$ cat config.mk
export PLATFORM = sky130hd
export DESIGN_NAME = mduDivTop
export DESIGN_NICKNAME = d
export VERILOG_FILES = /design/src/rtl/mduDivPkg.sv /design/src/rtl/mduDivCtrl.sv /design/src/rtl/mduDivDatapath.sv /design/src/rtl/mduDivTop.sv
export SDC_FILE = /design/constraint.sdc
export NUM_CORES = 1
export LEC_CHECK = 0
export ABC_AREA = 1
export BUFFER_PORTS_ARGS = -buffer_cell sky130_fd_sc_hd__buf_2
export CORE_ASPECT_RATIO = 1.25
export CORE_MARGIN = 1.5
export CORE_UTILIZATION = 59
export DETAILED_ROUTE_END_ITERATION = 12
export GPL_TIMING_DRIVEN = 0
export HOLD_SLACK_MARGIN = 0.05
export MAX_ROUTING_LAYER = met4
export PLACE_DENSITY = 0.85
export SYNTH_ARGS = -nofsm -noshare
export SYNTH_HDL_FRONTEND = slang
export SYNTH_HIERARCHICAL = 1
export SYNTH_SLANG_ARGS = --single-unit
$ cat constraint.sdc
create_clock -name clk -period 3.95 [get_ports clk]
set_input_delay 0.1975 -clock clk [delete_from_list [all_inputs] [get_ports clk]]
set_output_delay 0.1975 -clock clk [all_outputs]
set_load 0.1 [all_outputs]
$ cat src/rtl/mduDivPkg.sv
package mduDivPkg;
  typedef struct packed {
    logic load;     // capture magnitudes and signs
    logic step;     // one shift-subtract iteration
    logic finish;   // sign fix, rounding, write back
    logic divZero;  // zero divisor write back
  } strobeT;

  typedef enum logic [1:0] {S_IDLE, S_PREP, S_ITER, S_FIX} stateT;
endpackage

$ cat src/rtl/mduDivCtrl.sv
module mduDivCtrl
  import mduDivPkg::*;
#(
  parameter int WIDTH  = 64,
  parameter int ADDR_W = 5
) (
  input  logic              clk,
  input  logic              rstN,
  input  logic              wrEn,
  input  logic [ADDR_W-1:0] addr,
  input  logic [7:0]        wrData,
  input  logic              divIsZero,
  output strobeT            strobe,
  output logic              busy,
  output logic              roundMode,
  output logic              signedMode,
  output logic [7:0]        ctrlByte
);
  localparam int BYTES = WIDTH / 8;
  localparam logic [ADDR_W-1:0] CTRL_ADDR = ADDR_W'(3 * BYTES);
  localparam int CNT_W = $clog2(WIDTH);
  localparam logic [CNT_W-1:0] LAST_IT = CNT_W'(WIDTH - 1);

  stateT state;
  logic [CNT_W-1:0] iterCnt;
  logic unusedBits;

  assign unusedBits = ^{wrData[5:4], wrData[2:0]};

  always_ff @(posedge clk or negedge rstN) begin
    if (!rstN) begin
      state      <= S_IDLE;
      iterCnt    <= '0;
      roundMode  <= 1'b0;
      signedMode <= 1'b0;
    end else begin
      case (state)
        S_IDLE: if (wrEn && addr == CTRL_ADDR) begin
          roundMode  <= wrData[6];
          signedMode <= wrData[3];
          if (wrData[7]) state <= S_PREP;
        end
        S_PREP: begin
          iterCnt <= '0;
          state   <= divIsZero ? S_IDLE : S_ITER;
        end
        S_ITER: begin
          iterCnt <= iterCnt + 1'b1;
          if (iterCnt == LAST_IT) state <= S_FIX;
        end
        default: state <= S_IDLE;
      endcase
    end
  end

  always_comb begin
    strobe         = '0;
    strobe.load    = (state == S_PREP) && !divIsZero;
    strobe.divZero = (state == S_PREP) && divIsZero;
    strobe.step    = (state == S_ITER);
    strobe.finish  = (state == S_FIX);
  end

  assign busy     = (state != S_IDLE);
  assign ctrlByte = {busy, roundMode, 2'b00, signedMode, 3'b000};
endmodule

$ cat src/rtl/mduDivDatapath.sv
module mduDivDatapath
  import mduDivPkg::*;
#(
  parameter int WIDTH  = 64,
  parameter int ADDR_W = 5
) (
  input  logic              clk,
  input  logic              rstN,
  input  logic              wrEn,
  input  logic [ADDR_W-1:0] addr,
  input  logic [7:0]        wrData,
  input  logic              busy,
  input  strobeT            strobe,
  input  logic              roundMode,
  input  logic              signedMode,
  input  logic [7:0]        ctrlByte,
  output logic [7:0]        rdData,
  output logic              divIsZero
);
  localparam int BYTES = WIDTH / 8;
  localparam logic [ADDR_W-1:0] CTRL_ADDR = ADDR_W'(3 * BYTES);

  logic [WIDTH-1:0] regA, regB, regC;
  logic [WIDTH-1:0] remR, quoR, divR;
  logic negQ, negR;

  logic             negDividend, negDivisor;
  logic [WIDTH:0]   shifted, diff;
  logic             borrow, roundUp;
  logic [WIDTH-1:0] magQ;

  assign negDividend = signedMode & regC[WIDTH-1];
  assign negDivisor  = signedMode & regA[WIDTH-1];
  assign shifted     = {remR, quoR[WIDTH-1]};
  assign diff        = shifted - {1'b0, divR};
  assign borrow      = diff[WIDTH];
  assign roundUp     = roundMode && ({remR, 1'b0} >= {1'b0, divR});
  assign magQ        = quoR + WIDTH'(roundUp);
  assign divIsZero   = (regA == '0);

  always_ff @(posedge clk or negedge rstN) begin
    if (!rstN) begin
      regA <= '0;
      regB <= '0;
      regC <= '0;
      remR <= '0;
      quoR <= '0;
      divR <= '0;
      negQ <= 1'b0;
      negR <= 1'b0;
    end else begin
      if (wrEn && !busy) begin
        for (int i = 0; i < BYTES; i++) begin
          if (addr == ADDR_W'(i))             regA[i*8 +: 8] <= wrData;
          if (addr == ADDR_W'(BYTES + i))     regB[i*8 +: 8] <= wrData;
          if (addr == ADDR_W'(2 * BYTES + i)) regC[i*8 +: 8] <= wrData;
        end
      end
      if (strobe.load) begin
        quoR <= negDividend ? -regC : regC;
        divR <= negDivisor ? -regA : regA;
        remR <= '0;
        negQ <= negDividend ^ negDivisor;
        negR <= negDividend;
      end
      if (strobe.divZero) begin
        regA <= '1;
        regB <= regC;
      end
      if (strobe.step) begin
        remR <= borrow ? shifted[WIDTH-1:0] : diff[WIDTH-1:0];
        quoR <= {quoR[WIDTH-2:0], ~borrow};
      end
      if (strobe.finish) begin
        regA <= negQ ? -magQ : magQ;
        regB <= negR ? -remR : remR;
      end
    end
  end

  always_comb begin
    rdData = '0;
    for (int i = 0; i < BYTES; i++) begin
      if (addr == ADDR_W'(i))             rdData = regA[i*8 +: 8];
      if (addr == ADDR_W'(BYTES + i))     rdData = regB[i*8 +: 8];
      if (addr == ADDR_W'(2 * BYTES + i)) rdData = regC[i*8 +: 8];
    end
    if (addr == CTRL_ADDR) rdData = ctrlByte;
  end
endmodule

$ cat src/rtl/mduDivTop.sv
module mduDivTop
  import mduDivPkg::*;
#(
  parameter int WIDTH  = 64,
  parameter int ADDR_W = 5
) (
  input  logic              clk,
  input  logic              rstN,
  input  logic              wrEn,
  input  logic [ADDR_W-1:0] addr,
  input  logic [7:0]        wrData,
  output logic [7:0]        rdData
);
  strobeT strobe;
  logic busy, roundMode, signedMode, divIsZero;
  logic [7:0] ctrlByte;

  mduDivCtrl #(.WIDTH(WIDTH), .ADDR_W(ADDR_W)) uCtrl (
    .clk(clk), .rstN(rstN), .wrEn(wrEn), .addr(addr), .wrData(wrData),
    .divIsZero(divIsZero), .strobe(strobe), .busy(busy),
    .roundMode(roundMode), .signedMode(signedMode), .ctrlByte(ctrlByte)
  );

  mduDivDatapath #(.WIDTH(WIDTH), .ADDR_W(ADDR_W)) uDp (
    .clk(clk), .rstN(rstN), .wrEn(wrEn), .addr(addr), .wrData(wrData),
    .busy(busy), .strobe(strobe), .roundMode(roundMode),
    .signedMode(signedMode), .ctrlByte(ctrlByte), .rdData(rdData),
    .divIsZero(divIsZero)
  );
endmodule

==> impl_results.md, run 1 <==
* I/O pin cnt at 24
* H-Tree Depth at 2
* Grt ovf at 110
* Seq cells post-synth at 396
* Avg Cell Area, Syn at 6.44 um^2
* Final Wtd Congestion at 1.24
* Pre-CTS setup slack at -2.78 ns
* Sequential area share after synthesis at 30.2%
* Post-synthesis xor/xnor area fraction at 6.35%
* Starting Density at 59.7%
* Async SR Flop Fraction at 100%
* Failing step: global routing
* Chip Width at 214 um
* Die Ht at 266 um
* Largest net degree at the start of global routing at 112
* Synth Area in Adders at 2.96%
* Number of clock sinks at 396
* Simple-Gate Fraction of Synth Area at 32.4%
* Root Buffer: clkbuf_16
* GRT Util Overall at 68.7%
* Vias in the first global route at 41600
* EDFF count, synth at 0
* Port Buf Inserts at 23
* Yosys warning count at 6
* Bufs on Longest Clock Path at 3
* Synth Cell Area at 32800 um^2
* CTS buffer count at 41
* Status: aborted with a tool error
* Run Error: [ERROR GRT-0116] Global routing finished with congestion. Check the congestion regions in the DRC Viewer.
* Post-DP HPWL at 126000 um
* Num rows at 96
* First-pass GRT wire length at 279000 um
* Mapped Cells at 5085
* Distinct cells, synth at 60
* Post-synthesis compound-gate area fraction at 18.2%
* Ys flop type: dfrtp_1
* Largest family of logic cells by synthesized area: simple AND/OR/NAND/NOR gates
* Mux share of post-synthesis cell area at 0%
-- cells in the mapped netlist, drive strengths merged (12+ instances only) --
cell,instances,area (um^2)
nor4,54,359
o211ai,20,150
o221ai,44,385
o21ai,515,2590
nor3,107,636
nand2,1100,4190
xor2,188,1660
a31oi,118,738
dfrtp,396,9910
or2,21,131
inv,645,2420
nor2,787,3100
xnor2,48,420
a22oi,22,165
nand3b,12,90.1
nand4,108,676
clkbuf,151,567
buf,43,228
o22ai,36,225
a21oi,259,1300
nand3,265,1360
ha,76,951
-- stage by stage --
stage	area (um^2)	cells	setup TNS (ns)	hold WS, ns	util (%)
CTS	39300	6108	-32.74	0.0598	71.6
global placement	34000	5847	-2537.51	0.415	61.9
floorplan	32900	5089	0	-0.0981	-
detailed placement	34100	5852	-626.53	0.00299	62.1
-- kinds of logic after synthesis --
group	after synthesis
and+or+nand+nor	2464
AOI/OAI and AO/OA	1065
buffers and inverters	846
DFF	396
xor gates and xnor gates	236
adders and majority gates	77
other	1
-- what timing repair did --
action / in CTS
hold buffers: 4
pin swaps: 127
buffers inserted: 177
resized for setup: 564
gates cloned: 4
endpoints found under the hold margin: 119
setup endpoints to repair: 323
-- per-layer routing --
layer	GRT overflow	GRT usage (%)
met1	1	70.5
met2	59	88.8
met3	2	38.9
met4	48	69.2
met5	-	-
==> run 2: changes to the inputs <==
--- a/config.mk
+++ b/config.mk
@@ -7,14 +7,11 @@
 export LEC_CHECK = 0
 export ABC_AREA = 1
 export BUFFER_PORTS_ARGS = -buffer_cell sky130_fd_sc_hd__buf_2
-export CORE_ASPECT_RATIO = 1.25
 export CORE_MARGIN = 1.5
-export CORE_UTILIZATION = 59
+export CORE_UTILIZATION = 40
 export DETAILED_ROUTE_END_ITERATION = 12
 export GPL_TIMING_DRIVEN = 0
-export HOLD_SLACK_MARGIN = 0.05
-export MAX_ROUTING_LAYER = met4
-export PLACE_DENSITY = 0.85
+export PLACE_DENSITY_LB_ADDON = 0.15
 export SYNTH_ARGS = -nofsm -noshare
 export SYNTH_HDL_FRONTEND = slang
 export SYNTH_HIERARCHICAL = 1
==> constraint.sdc (replaced) <==
create_clock -name clk -period 5.14 [get_ports clk]
set_input_delay 0.257 -clock clk [delete_from_list [all_inputs] [get_ports clk]]
set_output_delay 0.257 -clock clk [all_outputs]
set_load 0.1 [all_outputs]
==> run 2 against run 1 <==
Compared with the run above:
- the flow now finishes, with violations (capacitance limit, slew limit)
- synthesized area unchanged
- synthesized cell count did not move
==> impl_results.md, run 2 <==
* CP endpoint kind: flop
* Routed WL per cell at 28.2 um
* Slew @ Worst Pin at 1.51 ns
* Filler instances at 8636
* Final Critical Period at 5.08 ns
* Worst hold stages at 5
* Post-DP HPWL at 145000 um
* Layout Nets at 5315
* Final Max Slew Viols at 10
* Vias in the first global route at 34800
* Worst Skew at 0.0411 ns
* Slew margin rel. at -1.39%
* Chip Width at 289 um
* Mapped Cells at 5085
* Port Buf Inserts at 23
* GRT Util Overall at 41.9%
* Max frequency at 0.197 GHz
* Vias per cell at 5.89
* DP Cell Count at 6176
* Via count at 37200
* Finished Cell Area at 37900 um^2
* Post-detailed-route DRC marker count at 0
* Final setup fails at 0
* Layout cells sized above 1 at 10.7%
* Worst reg2reg path depth at 27
* Worst-skew pair later-pin latency at 0.65 ns
* Most common cell after layout, fill and taps aside: nand2_1
* Hold Crit Class: in2reg
* Seq cells post-synth at 396
* Async SR Flop Fraction at 100%
* Slowest stage delay, CP at 0.52 ns
* Final Wtd Congestion at 1.06
* ANT nets after route at 0
* Static leakage at 16.3 nW
* Ys flop type: dfrtp_1
* Max cap viols at 1
* Placement Cell Area at 34300 um^2
* Starting Density at 40.5%
* Num rows at 104
* Largest fanout on the critical path at 5
* Synth area leader: dfrtp_1
* IR drop worst, VDD at 323 uV
* Distinct cells, synth at 60
* WP data required at 5.67 ns
* Post-layout util at 46.9%
* Bufs on Longest Clock Path at 3
* P per Cell Area at 686 nW/um^2
* CP Launch Type: flop
* Reg clk slew, reported paths at 0.06 ns
* Violated checks: capacitance limit, slew limit
* Synth Cell Area at 32800 um^2
* Grt ovf at 0
* Number of clock sinks at 396
* Fin. Hold Viols at 0
* First-pass DRT Iterations at 6
* Cell depth of the worst setup path at 27
* Yosys warning count at 6
* Fin crit share at 98.8%
* H-Tree Depth at 2
* Initial DRC Count at 4171
* Initial antenna violation count at 7
* Top Family by Delay on Critical Path: simple AND/OR/NAND/NOR gates
* RSZ-0062 raised after global routing: yes
* EDFF count, synth at 0
* Worst EP arrival at 5.61 ns
* I/O pin cnt at 24
* Die area at 83600 um^2
* Slowest library cell on the worst path: dfrtp_1
* Avg Cell Area, Syn at 6.44 um^2
* CTS buffer count at 48
* TritonCTS clock tree: done
* Status: complete, but fails checks
* Most frequent cells in the layout: nand2_1 (1070), nor2_1 (717), inv_1 (606)
* Share of Yosys cell area claimed by the top area cell type at 30.2%
* Sequential area share after synthesis at 30.2%
* Non-filler cells, final at 6322
* Core area at 80800 um^2
* First-pass GRT wire length at 250000 um
* Most instantiated library cell after synthesis: nand2_1
* Area contributors post-synth: dfrtp_1 (30%), nand2_1 (12%), nor2_1 (8.6%), o21ai_0 (7.5%), inv_1 (7.2%)
* Most frequent CP cell: nand2_1
* WP buf/inv at 5
* Root Buffer: clkbuf_16
* Final Routed Wirelength at 179000 um
* Die Ht at 289 um
* Worst setup path category: reg2reg
* Syn-to-layout area delta at 15.7%
* Largest net degree at the start of global routing at 114
* Commonest cells post-synth: nand2_1 (1081), nor2_1 (749), inv_1 (630), o21ai_0 (493), dfrtp_1 (396)
[run 2: kinds of logic (layout without fill, tap and decap cells)]
| family | after synthesis | after routing | share of synthesized area, % |
|---|---|---|---|
| and+or+nand+nor | 2464 | 2464 | 32.4 |
| other | 1 | 7 | 0.0114 |
| DFF | 396 | 396 | 30.2 |
| xor gates and xnor gates | 236 | 236 | 6.35 |
| AOI/OAI and AO/OA | 1065 | 1065 | 18.2 |
| adders and majority gates | 77 | 77 | 2.96 |
| buffers and inverters | 846 | 1017 | 9.90 |
[run 2: timing repair]
| action | 4_1_cts | 5_1_grt |
|---|---|---|
| endpoints found under the setup margin | 322 | 181 |
| cloned | 0 | 0 |
| pin swaps | 8 | 51 |
| setup buffers | 8 | 48 |
| endpoints found under the hold margin | 67 | 0 |
| hold buffers | 3 | 0 |
| gates resized for setup | 100 | 227 |
[run 2: worst register-to-register path, delay by kind of cell, from the launching register on]
| family | cells | cell delay, ns |
|---|---|---|
| and+or+nand+nor | 14 | 2.07 |
| adders and majority gates | 3 | 0.76 |
| buffers and inverters | 5 | 0.76 |
| AOI/OAI and AO/OA | 4 | 0.72 |
| DFF | 1 | 0.52 |
| xor gates and xnor gates | 1 | 0.18 |
[run 2: per-stage QoR]
step / power, W / hold slack (ns) / setup slack (ns) / TNS [ns]
floorplan: 0.0144 / -0.0386 / 0.937 / 0
finish: 0.0260 / 0.0515 / 0.0611 / 0
detailed placement: 0.0203 / 0.255 / -1.77 / -335.69
global route: 0.0273 / 0.0698 / -0.120 / -0.714
CTS: 0.0246 / 0.0324 / -0.0523 / -0.0637
global placement: 0.0203 / 0.466 / -4.60 / -2145.99
[run 2: area by class of cell]
type,instances,area [um^2],share of cell area (%)
repair buffers,86,698,1.84
well taps,1060,1330,3.50
clock buffers,62,1360,3.60
diodes,2,5.00,0.0132
flip-flops and latches,396,9940,26.2
multi-input cells,3847,20900,55.1
inverters,652,2450,6.47
plain buffers,191,828,2.18
clock inverters,26,409,1.08
[run 2: final timing paths]
| kind | start | end | slack [ns] |
|---|---|---|---|
| setup / recovery | uDp/remR[60]$_DFFE_PN0P_ | uDp/regA[12]$_DFFE_PN0P_ | 0.06 |
| setup reg to reg | uDp/remR[60]$_DFFE_PN0P_ | uDp/regA[12]$_DFFE_PN0P_ | 0.06 |
| hold reg to reg | uDp/divR[20]$_DFFE_PN0P_ | uDp/divR[20]$_DFFE_PN0P_ | 0.48 |
| hold / removal | wrData[7] | uCtrl/state[0]$_DFFE_PN0P_ | 0.05 |
| max in group asynchronous | rstN | uDp/remR[48]$_DFFE_PN0P_ | 3.34 |
| min in group asynchronous | rstN | uCtrl/iterCnt[3]$_DFFE_PN0P_ | 0.17 |
[run 2: metal layers]
metal  global-route usage [%]  up-vias  routed length [um]
met5                        0        -                  26
met4                     29.7        4               15400
met3                     7.01      549               14100
met2                     66.7     1896               79200
met1                     51.6    17700               69800
li1                         -    17000                   -
[run 2: power by group]
part,total (W),switching (W),internal (W)
clock,0.00385,0.00156,0.00229
sequential,0.00633,0.00199,0.00434
combinational,0.0158,0.0112,0.00465
No activity file was read; power rests on OpenSTA's default activity.
